## src/rtl/io_seq_pkg.sv

```systemverilog
package io_seq_pkg;
  typedef enum logic [2:0] {PH_IDLE, PH_T1, PH_T2, PH_T3, PH_T4} phase_t;
endpackage

```

## src/rtl/io_seq_ctrl.sv

```systemverilog
module io_seq_ctrl
  import io_seq_pkg::*;
(
  input  logic   clk,
  input  logic   rst_n,
  input  logic   req_i,
  input  logic   word_i,
  output phase_t phase_o,
  output logic   beat_o,
  output logic   accept_o,
  output logic   busy_o,
  output logic   done_o
);
  phase_t ph_q, ph_d;
  logic   beat_q, beat_d;
  logic   more;

  assign more = word_i && !beat_q;

  always_comb begin
    ph_d     = ph_q;
    beat_d   = beat_q;
    accept_o = 1'b0;
    case (ph_q)
      PH_IDLE: if (req_i) begin
        accept_o = 1'b1;
        ph_d     = PH_T1;
        beat_d   = 1'b0;
      end
      PH_T1: ph_d = PH_T2;
      PH_T2: ph_d = PH_T3;
      PH_T3: ph_d = PH_T4;
      PH_T4: if (more) begin
        ph_d   = PH_T1;
        beat_d = 1'b1;
      end else begin
        ph_d = PH_IDLE;
      end
      default: ph_d = PH_IDLE;
    endcase
  end

  always_ff @(posedge clk or negedge rst_n) begin
    if (!rst_n) begin
      ph_q   <= PH_IDLE;
      beat_q <= 1'b0;
    end else begin
      ph_q   <= ph_d;
      beat_q <= beat_d;
    end
  end

  assign phase_o = ph_q;
  assign beat_o  = beat_q;
  assign busy_o  = (ph_q != PH_IDLE);
  assign done_o  = (ph_q == PH_T4) && !more;

  // acceptance leads straight into T1
  assert_accept_t1_R4: assert property (@(posedge clk) disable iff (!rst_n)
    accept_o |=> (phase_o == PH_T1) && busy_o);
  // the done pulse is followed by idle
  assert_done_idle_R8: assert property (@(posedge clk) disable iff (!rst_n)
    done_o |=> !busy_o && !done_o);
  // no acceptance while busy
  assert_no_accept_busy_R10: assert property (@(posedge clk) disable iff (!rst_n)
    busy_o |-> !accept_o);
endmodule

```

## src/rtl/io_seq_capture.sv

```systemverilog
module io_seq_capture #(
  parameter int DATA_W = 8
) (
  input  logic              clk,
  input  logic              rst_n,
  input  logic              en_i,
  input  logic              beat_i,
  input  logic              word_i,
  input  logic [DATA_W-1:0] din_i,
  output logic [2*DATA_W-1:0] rdata_o
);
  logic [DATA_W-1:0] lo_q, hi_q;

  always_ff @(posedge clk or negedge rst_n) begin
    if (!rst_n) begin
      lo_q <= '0;
      hi_q <= '0;
    end else if (en_i) begin
      if (beat_i) begin
        hi_q <= din_i;
      end else begin
        lo_q <= din_i;
        if (!word_i) hi_q <= '0;
      end
    end
  end

  assign rdata_o = {hi_q, lo_q};

  // read data only moves on a capture
  assert_rdata_hold_R9: assert property (@(posedge clk) disable iff (!rst_n)
    !en_i |=> $stable(rdata_o));
endmodule

```

## src/rtl/io_seq_drive.sv

```systemverilog
module io_seq_drive
  import io_seq_pkg::*;
#(
  parameter int ADDR_W = 16,
  parameter int BUS_W  = 20,
  parameter int DATA_W = 8
) (
  input  logic                clk,
  input  logic                rst_n,
  input  phase_t              phase_i,
  input  logic                beat_i,
  input  logic                wr_i,
  input  logic [ADDR_W-1:0]   addr_i,
  input  logic [2*DATA_W-1:0] wdata_i,
  output logic                io_sel_o,
  output logic                ale_o,
  output logic [BUS_W-1:0]    ad_o,
  output logic                ad_oe_o,
  output logic                den_n_o,
  output logic                rd_n_o,
  output logic                wr_n_o
);
  logic [ADDR_W-1:0] cur_addr;
  logic [DATA_W-1:0] cur_byte;
  logic              strobe_win;
  logic              data_win;

  assign cur_addr   = addr_i + ADDR_W'(beat_i);
  assign cur_byte   = beat_i ? wdata_i[2*DATA_W-1:DATA_W] : wdata_i[DATA_W-1:0];
  assign strobe_win = (phase_i == PH_T2) || (phase_i == PH_T3);
  assign data_win   = strobe_win || (phase_i == PH_T4);

  always_comb begin
    ad_o    = '0;
    ad_oe_o = 1'b0;
    if (phase_i == PH_T1) begin
      ad_o[ADDR_W-1:0] = cur_addr;
      ad_oe_o          = 1'b1;
    end else if (wr_i && data_win) begin
      ad_o[DATA_W-1:0] = cur_byte;
      ad_oe_o          = 1'b1;
    end
  end

  assign io_sel_o = (phase_i != PH_IDLE);
  assign ale_o    = (phase_i == PH_T1);
  assign den_n_o  = !strobe_win;
  assign rd_n_o   = !(strobe_win && !wr_i);
  assign wr_n_o   = !(strobe_win && wr_i);

  // upper lines stay low while the address is latched
  assert_upper_zero_R2: assert property (@(posedge clk) disable iff (!rst_n)
    ale_o |-> (ad_o[BUS_W-1:ADDR_W] == '0));
  // the latch pulse lasts one clock
  assert_ale_single_R1: assert property (@(posedge clk) disable iff (!rst_n)
    ale_o |=> !ale_o && io_sel_o);
  // read and write strobes never overlap
  assert_strobe_excl_R7: assert property (@(posedge clk) disable iff (!rst_n)
    !(!rd_n_o && !wr_n_o));
  // write data stays put while the write strobe is low
  assert_wdata_stable_R6: assert property (@(posedge clk) disable iff (!rst_n)
    !wr_n_o |=> wr_n_o || $stable(ad_o));
endmodule

```

## src/rtl/io_cycle_seq.sv

```systemverilog
module io_cycle_seq
  import io_seq_pkg::*;
#(
  parameter int ADDR_W = 16,
  parameter int BUS_W  = 20,
  parameter int DATA_W = 8
) (
  input  logic                clk,
  input  logic                rst_n,
  input  logic                req_i,
  input  logic                req_wr_i,
  input  logic                req_word_i,
  input  logic [ADDR_W-1:0]   req_addr_i,
  input  logic [2*DATA_W-1:0] req_wdata_i,
  input  logic [DATA_W-1:0]   ad_i,
  output logic                busy_o,
  output logic                done_o,
  output logic [2*DATA_W-1:0] rdata_o,
  output logic                io_sel_o,
  output logic                ale_o,
  output logic [BUS_W-1:0]    ad_o,
  output logic                ad_oe_o,
  output logic                den_n_o,
  output logic                rd_n_o,
  output logic                wr_n_o
);
  localparam int WDATA_W = 2 * DATA_W;

  phase_t             phase;
  logic               beat, accept;
  logic               wr_q, word_q;
  logic [ADDR_W-1:0]  addr_q;
  logic [WDATA_W-1:0] wdata_q;
  logic               cap_en;

  always_ff @(posedge clk or negedge rst_n) begin
    if (!rst_n) begin
      wr_q    <= 1'b0;
      word_q  <= 1'b0;
      addr_q  <= '0;
      wdata_q <= '0;
    end else if (accept) begin
      wr_q    <= req_wr_i;
      word_q  <= req_word_i;
      addr_q  <= req_addr_i;
      wdata_q <= req_wdata_i;
    end
  end

  io_seq_ctrl u_ctrl (
    .clk      (clk),
    .rst_n    (rst_n),
    .req_i    (req_i),
    .word_i   (word_q),
    .phase_o  (phase),
    .beat_o   (beat),
    .accept_o (accept),
    .busy_o   (busy_o),
    .done_o   (done_o)
  );

  assign cap_en = (phase == PH_T3) && !wr_q;

  io_seq_capture #(.DATA_W(DATA_W)) u_cap (
    .clk     (clk),
    .rst_n   (rst_n),
    .en_i    (cap_en),
    .beat_i  (beat),
    .word_i  (word_q),
    .din_i   (ad_i),
    .rdata_o (rdata_o)
  );

  io_seq_drive #(.ADDR_W(ADDR_W), .BUS_W(BUS_W), .DATA_W(DATA_W)) u_drv (
    .clk      (clk),
    .rst_n    (rst_n),
    .phase_i  (phase),
    .beat_i   (beat),
    .wr_i     (wr_q),
    .addr_i   (addr_q),
    .wdata_i  (wdata_q),
    .io_sel_o (io_sel_o),
    .ale_o    (ale_o),
    .ad_o     (ad_o),
    .ad_oe_o  (ad_oe_o),
    .den_n_o  (den_n_o),
    .rd_n_o   (rd_n_o),
    .wr_n_o   (wr_n_o)
  );

  // I/O select holds for the whole cycle
  assert_sel_held_R3: assert property (@(posedge clk) disable iff (!rst_n)
    (io_sel_o && !done_o) |=> io_sel_o);
  // latched transfer stays fixed while busy
  assert_latch_stable_R10: assert property (@(posedge clk) disable iff (!rst_n)
    (busy_o && !done_o) |=> $stable(addr_q) && $stable(wdata_q) && $stable(word_q));
endmodule

```

## config.mk

```make
export PLATFORM = sky130hd
export DESIGN_NAME = io_cycle_seq
export DESIGN_NICKNAME = d
export VERILOG_FILES = /design/src/rtl/io_seq_pkg.sv /design/src/rtl/io_seq_ctrl.sv /design/src/rtl/io_seq_capture.sv /design/src/rtl/io_seq_drive.sv /design/src/rtl/io_cycle_seq.sv
export SDC_FILE = /design/constraint.sdc
export NUM_CORES = 1
export LEC_CHECK = 0
export BUFFER_PORTS_ARGS = -buffer_cell sky130_fd_sc_hd__buf_4
export CORE_MARGIN = 2
export CORE_UTILIZATION = 52
export CTS_BUF_LIST = sky130_fd_sc_hd__clkbuf_2
export CTS_CLUSTER_DIAMETER = 80
export CTS_CLUSTER_SIZE = 24
export DETAILED_ROUTE_END_ITERATION = 16
export PLACE_DENSITY = 0.82
export SLEW_MARGIN = 20
export SYNTH_ARGS = -nofsm -noshare
export SYNTH_HDL_FRONTEND = slang
export SYNTH_SLANG_ARGS = --single-unit
```

## constraint.sdc

```tcl
create_clock -name clk -period 2.2 [get_ports clk]
set_input_delay 0.44 -clock clk [delete_from_list [all_inputs] [get_ports clk]]
set_output_delay 0.44 -clock clk [all_outputs]
set_load 0.02 [all_outputs]
```

==> results.sh <==
export IMPL_coreArea_um2=5110
export IMPL_area_delta_synth_final_pct=49.6
export IMPL_gp_congestion=0.830
export IMPL_n_fill_cell=310
export IMPL_drt_total_wl_um=7970
export IMPL_drv_cap=0
export IMPL_crit_path_max_fanout=7
export IMPL_antenna_found_initial=0
export IMPL_crit_type="reg -> out"
export IMPL_drtIter0Drc=166
export IMPL_synth_edf_count=0
export IMPL_fin_crit_sh_pct=124
export IMPL_power_leakage_nw=1.86
export IMPL_syn_area_um2=2740
export IMPL_num_rows=26
export IMPL_grt_pass1_vias=2404
export IMPL_p_per_area_nw_per_um2=1460
export IMPL_synth_area_leaders="dfrtp_1, mux2_2, mux2i_1"
export IMPL_synth_xor_area_share_pct=1.28
export IMPL_syn_avg_cell_area_um2=12.0
export IMPL_grt_usage_pct=25.8
export IMPL_gr_total_overflow=0
export IMPL_hold_path_class="in -> reg"
export IMPL_final_layout_size_suffix_gt1_share_pct=62.0
export IMPL_setup_slack_ns=-0.529
export IMPL_clkTransAtPathRegs_ns=0.27
export IMPL_arrival_ns=2.29
export IMPL_clockBufferDepth=2
export IMPL_status="finished, violations left"
export IMPL_synth_common_cells="dfrtp_1, mux2_2, nand2_1"
export IMPL_worstReg2RegEnd="u_cap.lo_q[3]"
export IMPL_numPortBuffers=84
export IMPL_firstDrtPassIters=4
export IMPL_r2r_start="u_ctrl.phase_o[2]"
export IMPL_synth_simple_area_share_pct=13.4
export IMPL_synth_ff_type="dfrtp_1"
export IMPL_insertion_delay_ns=0.45
export IMPL_cts_tree="done"
export IMPL_wl_per_cell_um=18.8
export IMPL_rr_worst_depth=6
export IMPL_r2r_slack_ns=0.15
export IMPL_synthCells=228
export IMPL_tightest_slew_ns=0.807
export IMPL_start_util_pct=53.6
export IMPL_rsz0062_at_grt="yes"
export IMPL_cts_made_buffers=5
export IMPL_violations="negative setup slack"
export IMPL_multi_input_area_um2=1510
export IMPL_yosys_area_top_type="dfrtp_1"
export IMPL_ant_nets=0
export IMPL_fp_dieH_um=76.6
export IMPL_root_buffer="clkbuf_2"
export IMPL_viasPerCell=5.66
export IMPL_slew_limit_headroom_pct=46.1
export IMPL_dp_hpwl_um=4630
export IMPL_diodes=0
export IMPL_grt_pass1_wl_um=12000
export IMPL_ir_drop_v=0.000813
export IMPL_nets=401
export IMPL_drc=0
export IMPL_grt_max_degree=55
export IMPL_synth_top_family_by_area="multiplexers"
export IMPL_io_pins=89
export IMPL_cp_startpoint="u_ctrl.beat_o"
export IMPL_seq_area_frac_synth_pct=49.4
export IMPL_synth_cell_type_count=40
export IMPL_setup_viol=19
export IMPL_async_flop_share_pct=100
export IMPL_dieArea_um2=5860
export IMPL_dr_total_vias=2396
export IMPL_fin_util_pct=80.2
export IMPL_synthMuxAreaShare_pct=21.0
export IMPL_regArea_um2=1350
export IMPL_finalCriticalPeriod_ns=2.73
export IMPL_synth_seq_cells=54
export IMPL_fin_skew_ns=0.0234
export IMPL_startpoint_type="register"
export IMPL_synth_most_common_cell="dfrtp_1"
export IMPL_synth_top_area_share_pct=49.4
export IMPL_synth_warning_count=0
export IMPL_hold_viol=0
export IMPL_synth_compound_area_share_pct=9.05
export IMPL_worst_hold_slack_ns=0.180
export IMPL_endpoint="ad_o[10]"
export IMPL_fmax_mhz=366
export IMPL_synthAdderAreaFrac_pct=1.37
export IMPL_cts_sinks=54
export IMPL_critical_path_required_ns=1.76
export IMPL_dieWidth_um=76.6
export IMPL_setup_worst_path_end_class="output port"
export IMPL_h_tree_depth=2
export IMPL_finalMaxSlewViolations=0
[cells in the final DEF, fill, tap and decap left out, types with 5 or more instances in the layout]
cell | Yosys | routed
buf_4 | 7 | 105
dfrtp_1 | 54 | 53
mux2_2 | 42 | 42
buf_6 | 2 | 23
nand2_1 | 17 | 12
a22o_1 | 9 | 9
mux2i_1 | 9 | 7
o211ai_1 | 7 | 7
nand4_1 | 6 | 6
nand2b_1 | 5 | 5
clkbuf_2 | 0 | 5
[cell families after synthesis]
| family | count (synthesis) |
|---|---|
| AND/OR/NAND/NOR | 59 |
| flip-flops | 54 |
| multiplexers | 52 |
| AO/OA/AOI/OAI | 35 |
| buffers and inverters | 20 |
| XOR/XNOR | 4 |
| adder cells (fa/ha/maj) | 3 |
| other | 1 |
[metrics by stage]
stage	instances	setup WS (ns)	power, mW	cell area, µm²	TNS, ns
2_1_floorplan	231	-0.0644	3.65	2760	-0.186
3_3_place_gp	387	0.0360	4.62	3510	0
3_5_place_dp	387	-0.124	4.71	3510	-0.200
4_1_cts	411	-0.446	5.61	3940	-4.52
5_1_grt	423	-0.649	6.29	4100	-7.74
6_report	423	-0.529	5.97	4100	-5.98
[power breakdown]
| group | total, mW | internal, mW | switching (mW) |
|---|---|---|---|
| Combinational | 3.69 | 1.85 | 1.83 |
| Clock | 0.379 | 0.0690 | 0.310 |
| Sequential | 1.91 | 1.47 | 0.442 |
| Total | 5.97 | 3.39 | 2.58 |
[critical path: stages (launching register included)]
cell and delay, ns:
dfrtp_1 0.46, ha_4 0.17, ha_4 0.13, nand4_1 0.16, buf_6 0.19, or4_4 0.49, a21oi_2 0.12, buf_4 0.14
[cell type report]
| class | count | area share [%] |
|---|---|---|
| Clock inverter | 2 | 0.244 |
| Sequential cell | 54 | 33.0 |
| Multi-Input combinational cell | 157 | 36.9 |
| Timing Repair Buffer | 130 | 26.3 |
| Inverter | 4 | 0.550 |
| Clock buffer | 5 | 0.611 |
| Tap cell | 70 | 2.14 |
| Timing Repair inverter | 1 | 0.183 |
[state kept, by name, indices dropped and copies added (netlist names)]
name            count
u_ctrl.phase_o      3
addr_q             16
word_q              1
u_cap.lo_q          8
u_cap.hi_q          8
wr_q                1
u_ctrl.beat_o       1
wdata_q            16
[layer usage]
metal	GRT usage (%)	share of wire, %	vias up
met4	7.82	2.1	0
li1	-	-	1083
met1	32.5	39	1190
met3	6.04	6.0	20
met2	44.1	52	103
met5	0	0	-
[worst min-delay path by stage]
stage / startpoint / end / slack [ns] / cells after the start
after floorplan: rst_n / addr_q[0] / 0.14 / 0
after global placement: wdata_q[13] / wdata_q[13] / 0.46 / 1
after detailed placement: wdata_q[13] / wdata_q[13] / 0.49 / 1
after CTS: req_addr_i[5] / addr_q[5] / 0.17 / 3
after global routing: req_addr_i[7] / addr_q[7] / 0.16 / 3
final: ad_i[1] / u_cap.hi_q[1] / 0.18 / 2
[what timing repair did]
item | in CTS | in global routing
hold buffers | 1 | 0
gates cloned | 1 | 0
hold endpoints to repair | 14 | 0
setup buffers | 15 | 12
endpoints found under the setup margin | 19 | 22
pin swaps | 14 | 10
resized for setup | 61 | 15
(Power assumes the default switching activity.)
